<file path="config.mk">
export PLATFORM = sky130hd
export DESIGN_NAME = spi_status_poller
export DESIGN_NICKNAME = d
export VERILOG_FILES = /design/src/rtl/spi_poll_pkg.sv /design/src/rtl/poll_judge.sv /design/src/rtl/poll_timer.sv /design/src/rtl/poll_seq.sv /design/src/rtl/spi_status_poller.sv
export SDC_FILE = /design/constraint.sdc
export NUM_CORES = 1
export LEC_CHECK = 0
export BUFFER_PORTS_ARGS = -buffer_cell sky130_fd_sc_hd__buf_2
export CAP_MARGIN = 5
export CORE_ASPECT_RATIO = 1.1
export CORE_MARGIN = 2
export CORE_UTILIZATION = 45
export CTS_CLUSTER_SIZE = 16
export DETAILED_ROUTE_END_ITERATION = 10
export GPL_ROUTABILITY_DRIVEN = 0
export PLACE_DENSITY = 0.63
export SLEW_MARGIN = 15
export SYNTH_ARGS = -nofsm -noshare
export SYNTH_HDL_FRONTEND = slang
export SYNTH_SLANG_ARGS = --single-unit
</file>
<file path="constraint.sdc">
create_clock -name clk -period 2.6 [get_ports clk]
set_input_delay 0.52 -clock clk [delete_from_list [all_inputs] [get_ports clk]]
set_output_delay 0.52 -clock clk [all_outputs]
set_load 0.005 [all_outputs]
</file>
<file path="src/rtl/spi_poll_pkg.sv">
package spi_poll_pkg;

    localparam int          STAT_W     = 8;
    localparam int          BUSY_BIT   = 0;
    localparam int          VIOL_BIT   = 2;
    localparam int          FAULT_BIT  = 3;
    localparam logic [7:0]  OPC_STATUS = 8'h00;

    typedef enum logic [2:0] {
        S_IDLE,
        S_ISSUE_A,
        S_WAIT_A,
        S_ISSUE_B,
        S_WAIT_B
    } seq_state_e;

    typedef enum logic [1:0] {
        V_RETRY,
        V_MATCH,
        V_FAULT
    } verdict_e;

    typedef struct packed {
        logic [STAT_W-1:0] stat;
        logic              err;
        logic              tmo;
    } result_t;

    function automatic verdict_e judge_status(input logic [STAT_W-1:0] s,
                                              input logic [STAT_W-1:0] m);
        logic [STAT_W-1:0] sel;
        sel = m;
        sel[BUSY_BIT] = 1'b1;
        if (s[VIOL_BIT] || s[FAULT_BIT])
            return V_FAULT;
        else if ((s & sel) == m)
            return V_MATCH;
        else
            return V_RETRY;
    endfunction

endpackage

</file>
<file path="src/rtl/poll_judge.sv">
module poll_judge
    import spi_poll_pkg::*;
(
    input  logic [STAT_W-1:0] stat_i,
    input  logic [STAT_W-1:0] mask_i,
    output verdict_e          verdict_o
);
    always_comb verdict_o = judge_status(stat_i, mask_i);
endmodule

</file>
<file path="src/rtl/poll_timer.sv">
module poll_timer #(
    parameter int unsigned LIMIT = 1000
) (
    input  logic clk,
    input  logic rst,
    input  logic clear_i,
    input  logic run_i,
    output logic expired_o
);
    localparam int CW = $clog2(LIMIT + 1);
    localparam logic [CW-1:0] LIM = CW'(LIMIT);

    logic [CW-1:0] count_q;

    always_ff @(posedge clk) begin
        if (rst)
            count_q <= '0;
        else if (clear_i)
            count_q <= '0;
        else if (run_i && count_q < LIM)
            count_q <= count_q + 1'b1;
    end

    assign expired_o = (count_q >= LIM);

    assert_count_sat_R7: assert property (@(posedge clk) disable iff (rst)
        expired_o && !clear_i |=> expired_o);
endmodule

</file>
<file path="src/rtl/poll_seq.sv">
module poll_seq
    import spi_poll_pkg::*;
(
    input  logic     clk,
    input  logic     rst,
    input  logic     start_i,
    input  logic     eng_done_i,
    input  verdict_e verdict_i,
    input  logic     expired_i,
    output logic     accept_o,
    output logic     busy_o,
    output logic     eng_go_o,
    output logic     finish_o,
    output logic     fin_err_o,
    output logic     fin_tmo_o
);
    seq_state_e state_q, state_d;

    always_comb begin
        state_d   = state_q;
        accept_o  = 1'b0;
        finish_o  = 1'b0;
        fin_err_o = 1'b0;
        fin_tmo_o = 1'b0;
        unique case (state_q)
            S_IDLE: begin
                if (start_i) begin
                    accept_o = 1'b1;
                    state_d  = S_ISSUE_A;
                end
            end
            S_ISSUE_A: state_d = S_WAIT_A;
            S_WAIT_A:  if (eng_done_i) state_d = S_ISSUE_B;
            S_ISSUE_B: state_d = S_WAIT_B;
            S_WAIT_B: begin
                if (eng_done_i) begin
                    if (verdict_i == V_FAULT) begin
                        finish_o  = 1'b1;
                        fin_err_o = 1'b1;
                        state_d   = S_IDLE;
                    end else if (verdict_i == V_MATCH) begin
                        finish_o  = 1'b1;
                        state_d   = S_IDLE;
                    end else if (expired_i) begin
                        finish_o  = 1'b1;
                        fin_tmo_o = 1'b1;
                        state_d   = S_IDLE;
                    end else begin
                        state_d   = S_ISSUE_A;
                    end
                end
            end
            default: state_d = S_IDLE;
        endcase
    end

    always_ff @(posedge clk) begin
        if (rst) state_q <= S_IDLE;
        else     state_q <= state_d;
    end

    assign eng_go_o = (state_q == S_ISSUE_A) || (state_q == S_ISSUE_B);
    assign busy_o   = (state_q != S_IDLE);

    assert_go_pulse_R2: assert property (@(posedge clk) disable iff (rst)
        eng_go_o |=> !eng_go_o);

    assert_no_go_in_flight_R2: assert property (@(posedge clk) disable iff (rst)
        eng_go_o |=> !eng_go_o until_with eng_done_i);
endmodule

</file>
<file path="src/rtl/spi_status_poller.sv">
module spi_status_poller
    import spi_poll_pkg::*;
#(
    parameter int unsigned CLK_HZ     = 125_000_000,
    parameter int unsigned TIMEOUT_MS = 2000
) (
    input  logic        clk,
    input  logic        rst,
    input  logic        start_i,
    input  logic [7:0]  mask_i,
    output logic        done_o,
    output logic [7:0]  status_o,
    output logic        err_o,
    output logic        tmo_o,
    output logic        eng_go_o,
    output logic [7:0]  eng_txd_o,
    input  logic        eng_done_i,
    input  logic [7:0]  eng_rxd_i
);
    localparam int unsigned BUDGET = (CLK_HZ / 1000) * TIMEOUT_MS;

    logic [STAT_W-1:0] mask_q;
    verdict_e          verdict;
    logic              accept, busy, expired;
    logic              finish, fin_err, fin_tmo;
    result_t           res_q;
    logic              done_q;

    always_ff @(posedge clk) begin
        if (rst)         mask_q <= '0;
        else if (accept) mask_q <= mask_i;
    end

    poll_judge u_judge (
        .stat_i    (eng_rxd_i),
        .mask_i    (mask_q),
        .verdict_o (verdict)
    );

    poll_timer #(.LIMIT(BUDGET)) u_timer (
        .clk       (clk),
        .rst       (rst),
        .clear_i   (accept),
        .run_i     (busy),
        .expired_o (expired)
    );

    poll_seq u_seq (
        .clk        (clk),
        .rst        (rst),
        .start_i    (start_i),
        .eng_done_i (eng_done_i),
        .verdict_i  (verdict),
        .expired_i  (expired),
        .accept_o   (accept),
        .busy_o     (busy),
        .eng_go_o   (eng_go_o),
        .finish_o   (finish),
        .fin_err_o  (fin_err),
        .fin_tmo_o  (fin_tmo)
    );

    always_ff @(posedge clk) begin
        if (rst) begin
            res_q  <= '0;
            done_q <= 1'b0;
        end else begin
            done_q <= finish;
            if (finish) begin
                res_q.stat <= eng_rxd_i;
                res_q.err  <= fin_err;
                res_q.tmo  <= fin_tmo;
            end
        end
    end

    assign eng_txd_o = OPC_STATUS;
    assign done_o    = done_q;
    assign status_o  = res_q.stat;
    assign err_o     = res_q.err;
    assign tmo_o     = res_q.tmo;

    assert_flags_exclusive_R8: assert property (@(posedge clk) disable iff (rst)
        !(err_o && tmo_o));

    assert_done_pulse_R8: assert property (@(posedge clk) disable iff (rst)
        done_o |=> !done_o);

    assert_status_hold_R9: assert property (@(posedge clk) disable iff (rst)
        !$stable(res_q) |-> done_o);

    assert_err_cause_R5: assert property (@(posedge clk) disable iff (rst)
        done_o && err_o |-> (status_o[VIOL_BIT] || status_o[FAULT_BIT]));

    assert_tmo_after_budget_R7: assert property (@(posedge clk) disable iff (rst)
        done_o && tmo_o |-> expired);

    assert_ok_no_busy_R4: assert property (@(posedge clk) disable iff (rst)
        done_o && !err_o && !tmo_o && !mask_q[BUSY_BIT] |-> !status_o[BUSY_BIT]);
endmodule

</file>
==> results of run 1 <==
-- area by class of cell --
type,instances,area share [%]
clock buffers,6,2.560
well taps,75,3.310
flip-flops and latches,50,35.30
multi-input cells,227,49.29
clock inverters,2,0.6178
inverters,12,1.589
repair buffers,38,7.326
-- per-layer routing --
layer	wire length, microns	GRT usage [%]	part of all wire (%)
met3	187	4.126	3.6
met4	72	5.789	1.4
met1	2506	23.00	48
met5	0	0	0
met2	2416	30.00	47
-- critical path, cell delays in order (launching register included) --
cell and delay [ps]:
dfxtp_1 390, or3_2 540, o211a_1 180, a21oi_2 400, buf_4 270, nor4_1 70
o21a_1 160
-- cell usage in the layout, fill, tap and decap left out, types with 3 or more instances in the layout --
cell and count:
nand2b_1 16, dfxtp_1 50, conb_1 8, nand3_1 6, o21ai_0 10, nor2_1 19
a21oi_1 26, buf_4 7, nor4_1 6, a31oi_1 3, nor2b_1 4, and2_1 3
or3_1 8, o31ai_1 5, buf_2 31, o32ai_1 3, nand2_1 36, nand4_1 5
mux2i_1 6, clkbuf_8 5, or4_1 6, inv_1 12, o21a_1 4, nor3_1 6
xnor2_1 4
-- power by group through the flow --
stage / registers, mW / logic (mW) / clock network [mW]
after global routing: 0.815 / 0.263 / 0.511
after floorplan: 0.822 / 0.183 / 0
after CTS: 0.811 / 0.232 / 0.481
after global placement: 0.828 / 0.229 / 0
final: 0.810 / 0.230 / 0.469
after detailed placement: 0.828 / 0.232 / 0
-- cell families after synthesis --
| kind of cell | count (synthesis) | synth area share, % |
|---|---|---|
| DFF | 50 | 39.53 |
| xor gates and xnor gates | 5 | 1.729 |
| buffers and inverters | 31 | 6.571 |
| other | 1 | 0.1481 |
| muxes | 7 | 2.816 |
| AOI/OAI and AO/OA | 75 | 20.06 |
| adders and majority gates | 2 | 0.9880 |
| and+or+nand+nor | 130 | 28.16 |
-- sequential cells by signal, summed over array words and instances (netlist names) --
signal / count
done_o: 1
status_o: 8
u_seq.state_q: 3
tmo_o: 1
u_timer.count_q: 28
err_o: 1
mask_q: 8
-- metrics by stage --
stage	std cells	area, sq um	setup WS (ps)	utilization (%)	hold slack (ps)
3_5_place_dp	402	2745	297.0	50.88	449.7
3_3_place_gp	402	2745	361.4	50.88	443.4
4_1_cts	410	2835	494.6	52.55	430.5
6_report	410	2835	479.1	52.55	435.2
2_1_floorplan	308	2559	646.0	-	431.3
5_1_grt	410	2835	371.1	52.55	447.7
-- worst max-delay path by stage --
stage	cells after the start	from	endpoint
finish	6	u_seq.state_q[1]$_SDFFE_PP0P_	u_timer.count_q[11]$_SDFFE_PP0P_
CTS	6	u_seq.state_q[0]$_SDFFE_PP0P_	u_timer.count_q[11]$_SDFFE_PP0P_
global placement	6	eng_rxd_i[0]	status_o[2]$_SDFFE_PP0P_
global route	6	u_timer.count_q[8]$_SDFFE_PP0P_	u_timer.count_q[6]$_SDFFE_PP0P_
detailed placement	6	eng_rxd_i[0]	status_o[0]$_SDFFE_PP0P_
floorplan	5	eng_rxd_i[0]	status_o[0]$_SDFFE_PP0P_
==> impl.org, run 1 <==
** STA
- The count of endpoints failing hold in the final timing report came to 0.
- Setup TNS Final :: 0 ps
- Maximum achievable frequency :: between 400 and 500 MHz
- Tcrit/Tclk final :: 81.57%
- Worst slew slack as a fraction of its limit :: between 50 and 60%
- Post-layout minimum cycle time :: between 2000 and 2500 ps
- Transition time at the pin with the least slew margin :: 616.4 ps
- Setup violations remaining at the end of the flow were counted as 0.
- Max-slew violation count :: 0
- Setup repair after global routing left no endpoint under its margin.
- On the final layout, the worst clock skew is between 10 and 15 ps.

** Route
- The routed design has 5183 microns of wire.
- Wire length per cell :: approximately 13 microns
- Total number of vias :: roughly 2.2k
- For this run, design rule violations remaining after detail routing come to 0.
- For this run, the detailed router's first-pass iteration total came to 4.
- Ratio of routed vias to standard cells :: between 5 and 6
- The first routing iteration left roughly 110 violations.
- The count of nets left with antenna violations once routing finished came out at 0.

** Worst setup path
- Element type at the critical path end :: flip-flop
- Setup slack on the worst reg-to-reg path comes out at between 400 and 500 ps.
- Data arrival, critical path :: roughly 2300 ps
- R2R Path End :: u_timer.count_q[11]$_SDFFE_PP0P_
- The worst setup path is of the reg -> reg kind.
- Along the worst path, the maximum fanout reaches 14.
- For the worst flop-to-flop path, the logic depth is 6.
- STA puts the critical path data required time at roughly 2800 ps.
- Worst reg2reg startpoint :: u_seq.state_q[1]$_SDFFE_PP0P_
- Launching element type of the critical path :: flip-flop

** Logic synthesis
- The synthesized design contains 50 register bits.
- Sequential cells were found to cover between 30% and 40% of the synthesized design area.
- Counting flops with a built-in enable in the synthesized netlist gives 0.
- The most common cell in the synthesized netlist is dfxtp_1.
- Avg Inst Size Synth :: approximately 8.4 sq um
- Fraction of synthesis flops using an asynchronous set or reset pin :: 0%
- Area contributors post-synth :: dfxtp_1 (40%), nand2_1 (5.3%), a21oi_1 (5.1%), nand2b_1 (4.0%), buf_4 (3.3%)
- Cell types with the highest counts after synthesis :: dfxtp_1 (50), nand2_1 (36), a21oi_1 (26), nor2_1 (19), nand2b_1 (16)
- Synth Flop Type :: dfxtp_1
- Yosys printed 0 warnings.
- Yosys cell types :: 61
- Synthesis produced a netlist whose cell count is roughly 300.
- The synthesized design spends more area on one cell type than any other, namely dfxtp_1.
- After synthesis, the largest area contributor takes up a little under 40% of total cell area.
- Cell area after synthesis :: approximately 2500 sq um

** Min path
- Worst hold path cell count :: 3
- The path with the worst hold slack has its endpoint at mask_q[5]$_SDFFE_PP0P_.
- Hold crit path type :: in -> reg
- Hold path start :: mask_i[5]

** GRT
- Vias in the first global route :: between 1.5k and 2k
- Global routing consumed, over all layers together, approximately 18% of the routing resources.
- The number of antenna violations at the first check in global routing came to 0.
- Maximum number of pins on one net before global-route repair :: 34
- The first global-routing pass estimated around 8800 microns of wire.
- Summed over all layers, the global routing overflow is 0.

** Layout
- Layout Area Growth over Synthesis :: 11.96%
- Multi-input gate area :: approximately 1400 sq um
- The repair_antennas step left the layout with diodes totalling 0.
- Number of filler cells placed in the layout :: between 500 and 600
- Fraction of final layout cells sized beyond drive strength 1 :: around 18%
- Number of nets in the final layout :: 356
- The sequential cells in the finished layout cover a total of roughly 1000 sq um.

** Power
- Power spread over the standard cell area amounts to about 530 nW/um^2.
- Internal power comes to roughly 1.1 mW.
- Fraction of power consumed by combinational cells :: roughly 15%
- IR analysis of the VDD net gives a maximum drop of ~230 uV.
- The clock network accounts for between 30% and 40% of the total power.
- Net switching fraction of the power :: 28.96%
- Net switching power figure :: 0.4371 mW
- Final Total Pwr :: between 1.5 and 2 mW
- In this run the static leakage power is roughly 1.0 nW.
- Sequential group share of total power :: ~54%

** Die
- Vertical extent of the die :: roughly 83 microns
- Initial Utilization :: about 47%
- Cell row count :: 28
- Top Ports :: 40
- Die Wd :: around 76 microns
- After floorplanning, the core was sized to cover around 5400 sq um.
- Die Footprint :: about 6200 sq um

** Clocking
- After clock tree synthesis, the setup repair step added 0 buffers.
- In this run the deepest clock path goes through 2 buffers.
- TritonCTS built the clock tree.
- Clock latency on the worst-skew pair, taken at its later pin, is approximately 310 ps.
- The tree is rooted in a clkbuf_8.
- Count of clock tree sinks :: 50
- Clock-pin slew was measured on the worst setup and hold paths at 100 ps.
- Buffers inserted to repair hold after CTS numbered 0.
- TritonCTS buffer count :: 5
- After clock tree synthesis, the repair step resized 0 gates.
- CTS built an H-tree with a depth of 2.

** Place
- I/O Buffers :: 31
- Detailed placement finished with a half-perimeter wire length of ~3800 microns.

** Outcome
- The flow ran to the end, and the final reports show no timing, DRC or antenna violations.

** Run
- Max-cap violations :: 0
No activity file was read; power rests on OpenSTA's default activity.
==> inputs of run 2 (changes only) <==
==> constraint.sdc (replaced) <==
create_clock -name clk -period 2.16 [get_ports clk]
set_input_delay 0.432 -clock clk [delete_from_list [all_inputs] [get_ports clk]]
set_output_delay 0.432 -clock clk [all_outputs]
set_load 0.005 [all_outputs]
==> run 2 against run 1 <==
Critical path depth unchanged. Sequential cell count unchanged. Design area up 3.3%. Sequential power up 20%. Non-clock buffer count up 8. Largest cell class unchanged. Wire length down 0.21%. Setup slack worse by 310 ps.
==> impl.org, run 2 (same netlist as run 1, synthesis figures left out) <==
** STA
- Max-slew violation count :: 0
- The clock period could shrink to about 2000 ps.
- Setup repair after global routing left no endpoint under its margin.
- Summed over all failing endpoints, the final setup total negative slack is 0 ps.
- The count of endpoints failing hold in the final timing report came to 0.
- Setup WS post-layout :: about 170 ps
- Worst slew slack as a fraction of its limit :: between 60% and 70%
- For this run, the top clock speed supported by timing is between 500 and 600 MHz.
- Setup-violating endpoint count in the final report :: 0
- Transition time at the pin with the least slew margin :: just under 600 ps
- Between clock sinks in the finished design, the worst skew comes to a little over 8 ps.
- Dividing the final minimum period by the clock period gives 92.32%.

** Power
- In this run the power density over the cells is about 650 nW/um^2.
- VDD sags by at most between 300 and 400 uV.
- For this design the static power due to leakage is 1.053 nW.
- Total power for the finished layout comes to 1.916 mW.

** Route
- Final wirelength :: about 5200 microns
- Dividing the detail-routed via count by the number of cells gives roughly 5.3.
- In the routed design, unresolved DRC markers number 0.
- Detailed routing inserted a total of ~2.2k vias.
- DRC marker count from the first detailed-route iteration :: 74
- Iteration count of the initial detailed-routing pass :: 4
- Wire length per cell :: 12.37 microns
- Once detail routing completed, the nets flagged for antenna violations numbered 0.

** Place
- After legalization and detailed placement, the total HPWL measured 3817 microns.
- OpenSTA, run right after detailed placement, puts the worst setup slack at around 54 ps.
- Port buffering added 31 buffers.
- Placed Cells incl. Taps :: around 400
- Cell area reported after detailed placement :: 2818 sq um

** Layout
- In the final layout, flip-flops and latches occupy 1001 sq um.
- Counting flops per register, the top entry is u_timer.count_q.
- Commonest cells after routing, fill and taps aside :: dfxtp_1 (50), nand2_1 (36), buf_2 (31)
- In the final layout, the multi-input gates occupy 1398 sq um.
- For this run, the number of standard cells in the final layout without fillers is around 420.
- The library cell used most frequently in the layout, excluding fill and tap cells, is dfxtp_1.
- Relative to the synthesized area, the layout overhead comes to 15.61%.
- The register with the most flip-flops in the layout has 28 of them.
- Cells with a size suffix above 1 make up between 10% and 20% of the layout.
- Once layout is done, the placed cells without fillers occupy slightly below 3000 sq um.
- The filler cells instantiated in the layout total between 500 and 600.
- The repair_antennas step left the layout with diodes totalling 0.
- At the end of the flow, the number of nets in the layout was 364.

** Clocking
- Count of clock tree sinks :: 50
- TritonCTS built the clock tree.
- Clock-pin slew of the registers on the worst-case setup and hold paths :: roughly 90 ps
- The clock tree synthesis step divided the H-tree into 2 levels.
- Root buffer cell :: clkbuf_8
- Buffers added to address setup during post-CTS repair amount to 0.
- Clock latency on the worst-skew pair, taken at its later pin, is about 300 ps.
- Buffers from clock root to sink, at most :: 2
- Post-CTS Resized :: 0
- After clock tree synthesis, the flow added hold-fix buffers numbering 0.
- TritonCTS buffer count :: 5

** Worst setup path
- STA classifies the critical path endpoint as a flip-flop.
- Required time worst endpoint :: roughly 2400 ps
- Max Fanout on Critical Path :: 14
- Launching element type of the critical path :: flip-flop
- Worst setup path class :: reg -> reg
- Data arrival, critical path :: 2200 ps

** GRT
- GRT Residual Overflow :: 0
- Vias in the first global route :: about 2.1k
- Number of antenna violations at the first check in global routing :: 0
- The first global-routing pass estimated a little over 9000 microns of wire.
- In the global route stage, overall resource usage came out at 18.67%.
- Entering global routing, the biggest net connects 34 pins.

** Run
- Max-cap violations :: 0

** Die
- During I/O placement, the number of pins put on the boundary was 40.
- Measured along the y axis, the die boundary spans 82.68 microns.
- For this configuration, the core starts out at a cell density of 46.94%.
- The floorplan step defined a die boundary enclosing between 6000 and 7000 sq um.
- Core ar. :: roughly 5400 sq um
- Die Wd :: ~76 microns
- Row generation in the floorplan step produced 28 rows.

** Min path
- The path class of the tightest hold or removal check is in -> reg.

** Outcome
- Result of the run :: finished clean
[run 2: report_power, final]
part / internal [mW] / leakage (nW) / switching (mW)
logic: 0.113 / 0.597 / 0.177
clock network: 0.346 / 0.0514 / 0.310
registers: 0.949 / 0.404 / 0.0211
[run 2: path summary, 6_finish.rpt]
check | startpoint | end | slack (ps) | cells after the start
worst max register to register | u_seq.state_q[0]$_SDFFE_PP0P_ | u_timer.count_q[11]$_SDFFE_PP0P_ | 170 | 6
worst max-delay path | u_seq.state_q[0]$_SDFFE_PP0P_ | u_timer.count_q[11]$_SDFFE_PP0P_ | 170 | 6
worst min-delay path | mask_i[7] | mask_q[7]$_SDFFE_PP0P_ | 360 | 3
worst min register to register | mask_q[6]$_SDFFE_PP0P_ | mask_q[6]$_SDFFE_PP0P_ | 460 | 2
[run 2: through the flow]
step / utilization, % / hold slack (ps)
floorplan: - / 431.3
global route: 54.27 / 353.0
global placement: 52.23 / 442.5
CTS: 54.27 / 346.8
detailed placement: 52.23 / 447.0
finish: 54.27 / 356.3
[run 2: final cells by class]
class	instances	area share [%]
clock buffers	6	2.479
inverters	12	1.538
repair buffers	46	9.573
clock inverters	2	1.282
flip-flops and latches	50	34.19
multi-input cells	227	47.73
well taps	75	3.205
[run 2: routing by layer]
layer	vias to the layer above	wire [microns]	track usage [%]
li1	1155	-	-
met1	1008	2432	22.17
met2	36	2417	31.57
met3	10	221	5.340
met4	0	101	7.193
met5	-	0	0
[run 2: worst max-delay path, stage by stage (launching register included)]
cell	delay, ps
dfxtp_1	380
or3_2	560
o211a_1	180
a21oi_2	290
buf_4	240
nor4_1	70
o21a_1	160
==> inputs of run 3 (changes only) <==
--- a/config.mk
+++ b/config.mk
@@ -5,6 +5,7 @@
 export SDC_FILE = /design/constraint.sdc
 export NUM_CORES = 1
 export LEC_CHECK = 0
+export ABC_AREA = 1
 export BUFFER_PORTS_ARGS = -buffer_cell sky130_fd_sc_hd__buf_2
 export CAP_MARGIN = 5
 export CORE_ASPECT_RATIO = 1.1
@@ -13,7 +14,7 @@
 export CTS_CLUSTER_SIZE = 16
 export DETAILED_ROUTE_END_ITERATION = 10
 export GPL_ROUTABILITY_DRIVEN = 0
-export PLACE_DENSITY = 0.63
+export PLACE_DENSITY = 0.62
 export SLEW_MARGIN = 15
 export SYNTH_ARGS = -nofsm -noshare
 export SYNTH_HDL_FRONTEND = slang
==> run 3 against run 2 <==
Final cell count rose by 38%. Non-clock buffer count down 12. Highest routed layer unchanged. Wire length grew 36%. Total power up 4.8%. Sequential share of layout area shrank 4.5 points. Hold slack gained 38 ps. Largest power group unchanged. Sequential power grew 2%. Sequential cell count unchanged. Register-to-register slack improved by 210 ps. Die area grew 21%. Via count grew 28%. Clock skew decreased by 1.9 ps.
==> impl.org, run 3 <==
** Outcome
- Result of the run :: finished clean

** Worst setup path
- STA classifies the critical path startpoint as a flip-flop.
- The worst setup path is captured at a flip-flop.
- Setup slack on the worst reg-to-reg path comes out at approximately 380 ps.
- Along the worst path, the maximum fanout reaches 28.
- The critical path is of the reg -> reg type.
- The number of cells on the worst reg-to-reg path is 10.
- Walking the worst path, the cells encountered are inv_2 -> nand2_2 -> nor2_4 -> nand2_2 -> nor2_4 -> nor2_8 -> nand2_4 -> nor2_8 -> o21ai_0 -> a21oi_1.
- Biggest cell delay along the critical path :: around 430 ps
- Required time worst endpoint :: between 2000 and 2500 ps
- Slowest stage cell on the critical path :: dfxtp_1
- Cell class contributing the biggest share of worst-path delay :: simple AND/OR/NAND/NOR gates
- Stages on the worst setup path :: 10
- At the worst endpoint, the arrival time is a little over 2000 ps.
- Worst Path Buf+Inv :: 1

** Logic synthesis
- Cell area after synthesis :: 3102 sq um
- The largest total area in the synthesized netlist belongs to dfxtp_1.
- After synthesis, the netlist uses 27 different library cells.
- Yosys attributes the largest share of cell area to dfxtp_1 (32%), nand2_1 (17%), nor2_1 (8.1%), nand2_2 (4.8%), nand3_1 (4.5%).
- For this run, the leading register cell type out of synthesis is dfxtp_1.
- Avg Inst Size Synth :: about 6.7 sq um
- Synthesis produced around 460 cells.
- The synthesized design contains 50 register bits.
- The commonest cells after synthesis are nand2_1 (140), nor2_1 (67), dfxtp_1 (50), inv_1 (37), nand3_1 (28).
- By instance count, the leading cell after synthesis is nand2_1.
- Counting flops with an async set or reset pin after synthesis yields a share of 0%.
- Seq/Total Area, Yosys :: around 32%
- YS warnings :: 0
- After synthesis, the largest area contributor takes up between 30% and 40% of total cell area.
- Number of synthesized flops with an enable pin :: 0

** Power
- Registers are responsible for slightly below 50% of the overall power.
- Internal power comes to about 1.3 mW.
- The clock network accounts for 29.7% of the total power.
- The analysis attributes to net switching a power of around 0.66 mW.
- Net switching fraction of the power :: 33.03%
- Combinational cells account for a little over a fifth of the total power.
- Leakage :: 1.383 nW
- Peak supply drop :: 372.8 uV
- For this design the ratio of total power to cell area is between 500 and 600 nW/um^2.
- Final Total Pwr :: roughly 2 mW

** STA
- Setup repair after global routing left no endpoint under its margin.
- Max-slew violation count :: 0
- Setup TNS Final :: 0 ps
- The count of endpoints failing hold in the final timing report was 0.
- For this run, the top clock speed supported by timing is 561.0 MHz.
- In this run the tightest slew margin relative to its limit is 66.32%.
- Setup-violating endpoint count in the final report :: 0
- The worst path uses ~83% of the clock period.
- At the pin with the least slew margin, the transition time is approximately 510 ps.
- The smallest clock period supported by the final layout is computed as around 1800 ps.
- Post-route clock skew :: a little over 6 ps

** Layout
- Fraction of final layout cells sized beyond drive strength 1 :: approximately 20%
- Max reg flops :: 28
- End-of-flow core utilization :: 50.82%
- More flip-flops sit in one register than any other, and that register is u_timer.count_q.
- Commonest cells after routing, fill and taps aside :: nand2_1 (140), nor2_1 (67), dfxtp_1 (50)
- The final layout contains ~520 nets.
- The library cell used most frequently in the layout, excluding fill and tap cells, is nand2_1.
- The repair_antennas step left the layout with diodes totalling 0.
- The filler cells instantiated in the layout total a little under 700.
- Layout Area Growth over Synthesis :: 8.673%

** Min path
- The worst hold path passes through 3 cells.
- In this run the worst hold path is classified as in -> reg.

** Route
- The routed design has approximately 7000 microns of wire.
- Summing over every cut layer, the via total after detailed routing is ~2.8k.
- Wire length per cell :: 12.19 microns
- The first detailed-routing pass ran for 4 iterations.
- Ratio of routed vias to standard cells :: 4.908
- Once detail routing completed, the nets flagged for antenna violations numbered 0.
- DRC marker count from the first detailed-route iteration :: 94
- For this run, design rule violations remaining after detail routing come to 0.

** Clocking
- Once the clock tree was built, the resizer swapped 0 gates to a different size.
- The clock drives 50 sinks.
- # H-tree levels :: 2
- Clock-pin slew was measured on the worst setup and hold paths at around 100 ps.
- Buffers from clock root to sink, at most :: 2
- The later pin in the worst-skew pair is clocked with a latency of around 300 ps.
- Setup repair bufs after CTS :: 0
- Clock tree synthesis selected as its root buffer the cell clkbuf_8.
- In this run, post-CTS hold repair placed 0 buffers.
- TritonCTS clock tree :: built
- The number of clock buffers added by TritonCTS is 5.

** GRT
- Total routing usage reported by global routing :: between 10% and 20%
- The first global-routing pass estimated approximately 12000 microns of wire.
- The via count of the first global-routing pass came to between 2k and 3k.
- Entering global routing, the biggest net connects 29 pins.
- Number of antenna violations at the first check in global routing :: 0
- The total overflow left after global routing is 0.

** Die
- In this run the count of I/O pins placed on the die edge is 40.
- Core ar. :: about 6600 sq um
- After floorplanning, the core was divided into 31 placement rows.
- Die Footprint :: ~7600 sq um
- Once the floorplan was initialized, standard cells occupied between 40% and 50% of the core.
- Vertical extent of the die :: a little over 90 microns
- Die Wd :: between 80 and 90 microns

** Run
- Max-cap violations :: 0

** Place
- The count of buffers added on input and output ports is 31.
- Placed wire-length estimate after detailed placement :: 5317 microns
run 3: area by class of cell:
type	instances	area, sq um	area share (%)
timing repair buffer	34	190.2	5.642
multi-input combinational	360	1817	53.90
sequential	50	1001	29.70
clock buffer	6	82.58	2.450
tap	82	102.6	3.044
inverter	43	161.4	4.788
clock inverter	2	16.27	0.4826
run 3: tightest hold or removal path, cell delays in order:
cell     delay, ps
buf_2          100
nand3_1         70
a21oi_1         60
run 3: per-layer routing:
layer	up-vias	GRT usage (%)	wire, microns
li1	1497	-	-
met1	1281	23.27	3196
met2	52	33.27	3531
met3	2	2.909	272
met4	0	4.508	35
met5	-	0	0
run 3: logic make-up after synthesis:
kind of cell | after synthesis | synth area share, %
buffers and inverters | 60 | 10.00
xor gates and xnor gates | 14 | 3.953
other | 1 | 0.1209
DFF | 50 | 32.27
AOI/OAI and AO/OA | 50 | 9.964
adders and majority gates | 2 | 0.8066
and+or+nand+nor | 286 | 42.88
run 3: final timing paths:
kind	start	end
worst min register to register	mask_q[3]$_SDFFE_PP0P_	mask_q[3]$_SDFFE_PP0P_
worst min-delay path	mask_i[2]	mask_q[2]$_SDFFE_PP0P_
worst max-delay path	u_timer.count_q[24]$_SDFFE_PP0P_	u_timer.count_q[6]$_SDFFE_PP0P_
worst max register to register	u_timer.count_q[24]$_SDFFE_PP0P_	u_timer.count_q[6]$_SDFFE_PP0P_
run 3: stage by stage:
stage          std cells  cell area (sq um)  hold WS [ps]  worst slack (ps)
4_1_cts              577               3371         383.3             355.5
3_5_place_dp         569               3272         454.8             384.7
3_3_place_gp         569               3272         447.4             397.7
2_1_floorplan        470               3128         440.9             688.4
6_report             577               3371         394.4             377.6
5_1_grt              577               3371         387.1             176.6
run 3: power by group through the flow:
stage | Combinational (mW) | Sequential (mW) | Clock [mW]
finish | 0.425 | 0.986 | 0.596
global route | 0.475 | 0.993 | 0.655
CTS | 0.434 | 0.987 | 0.624
detailed placement | 0.433 | 1.01 | 0
global placement | 0.432 | 1.01 | 0
floorplan | 0.407 | 1.00 | 0
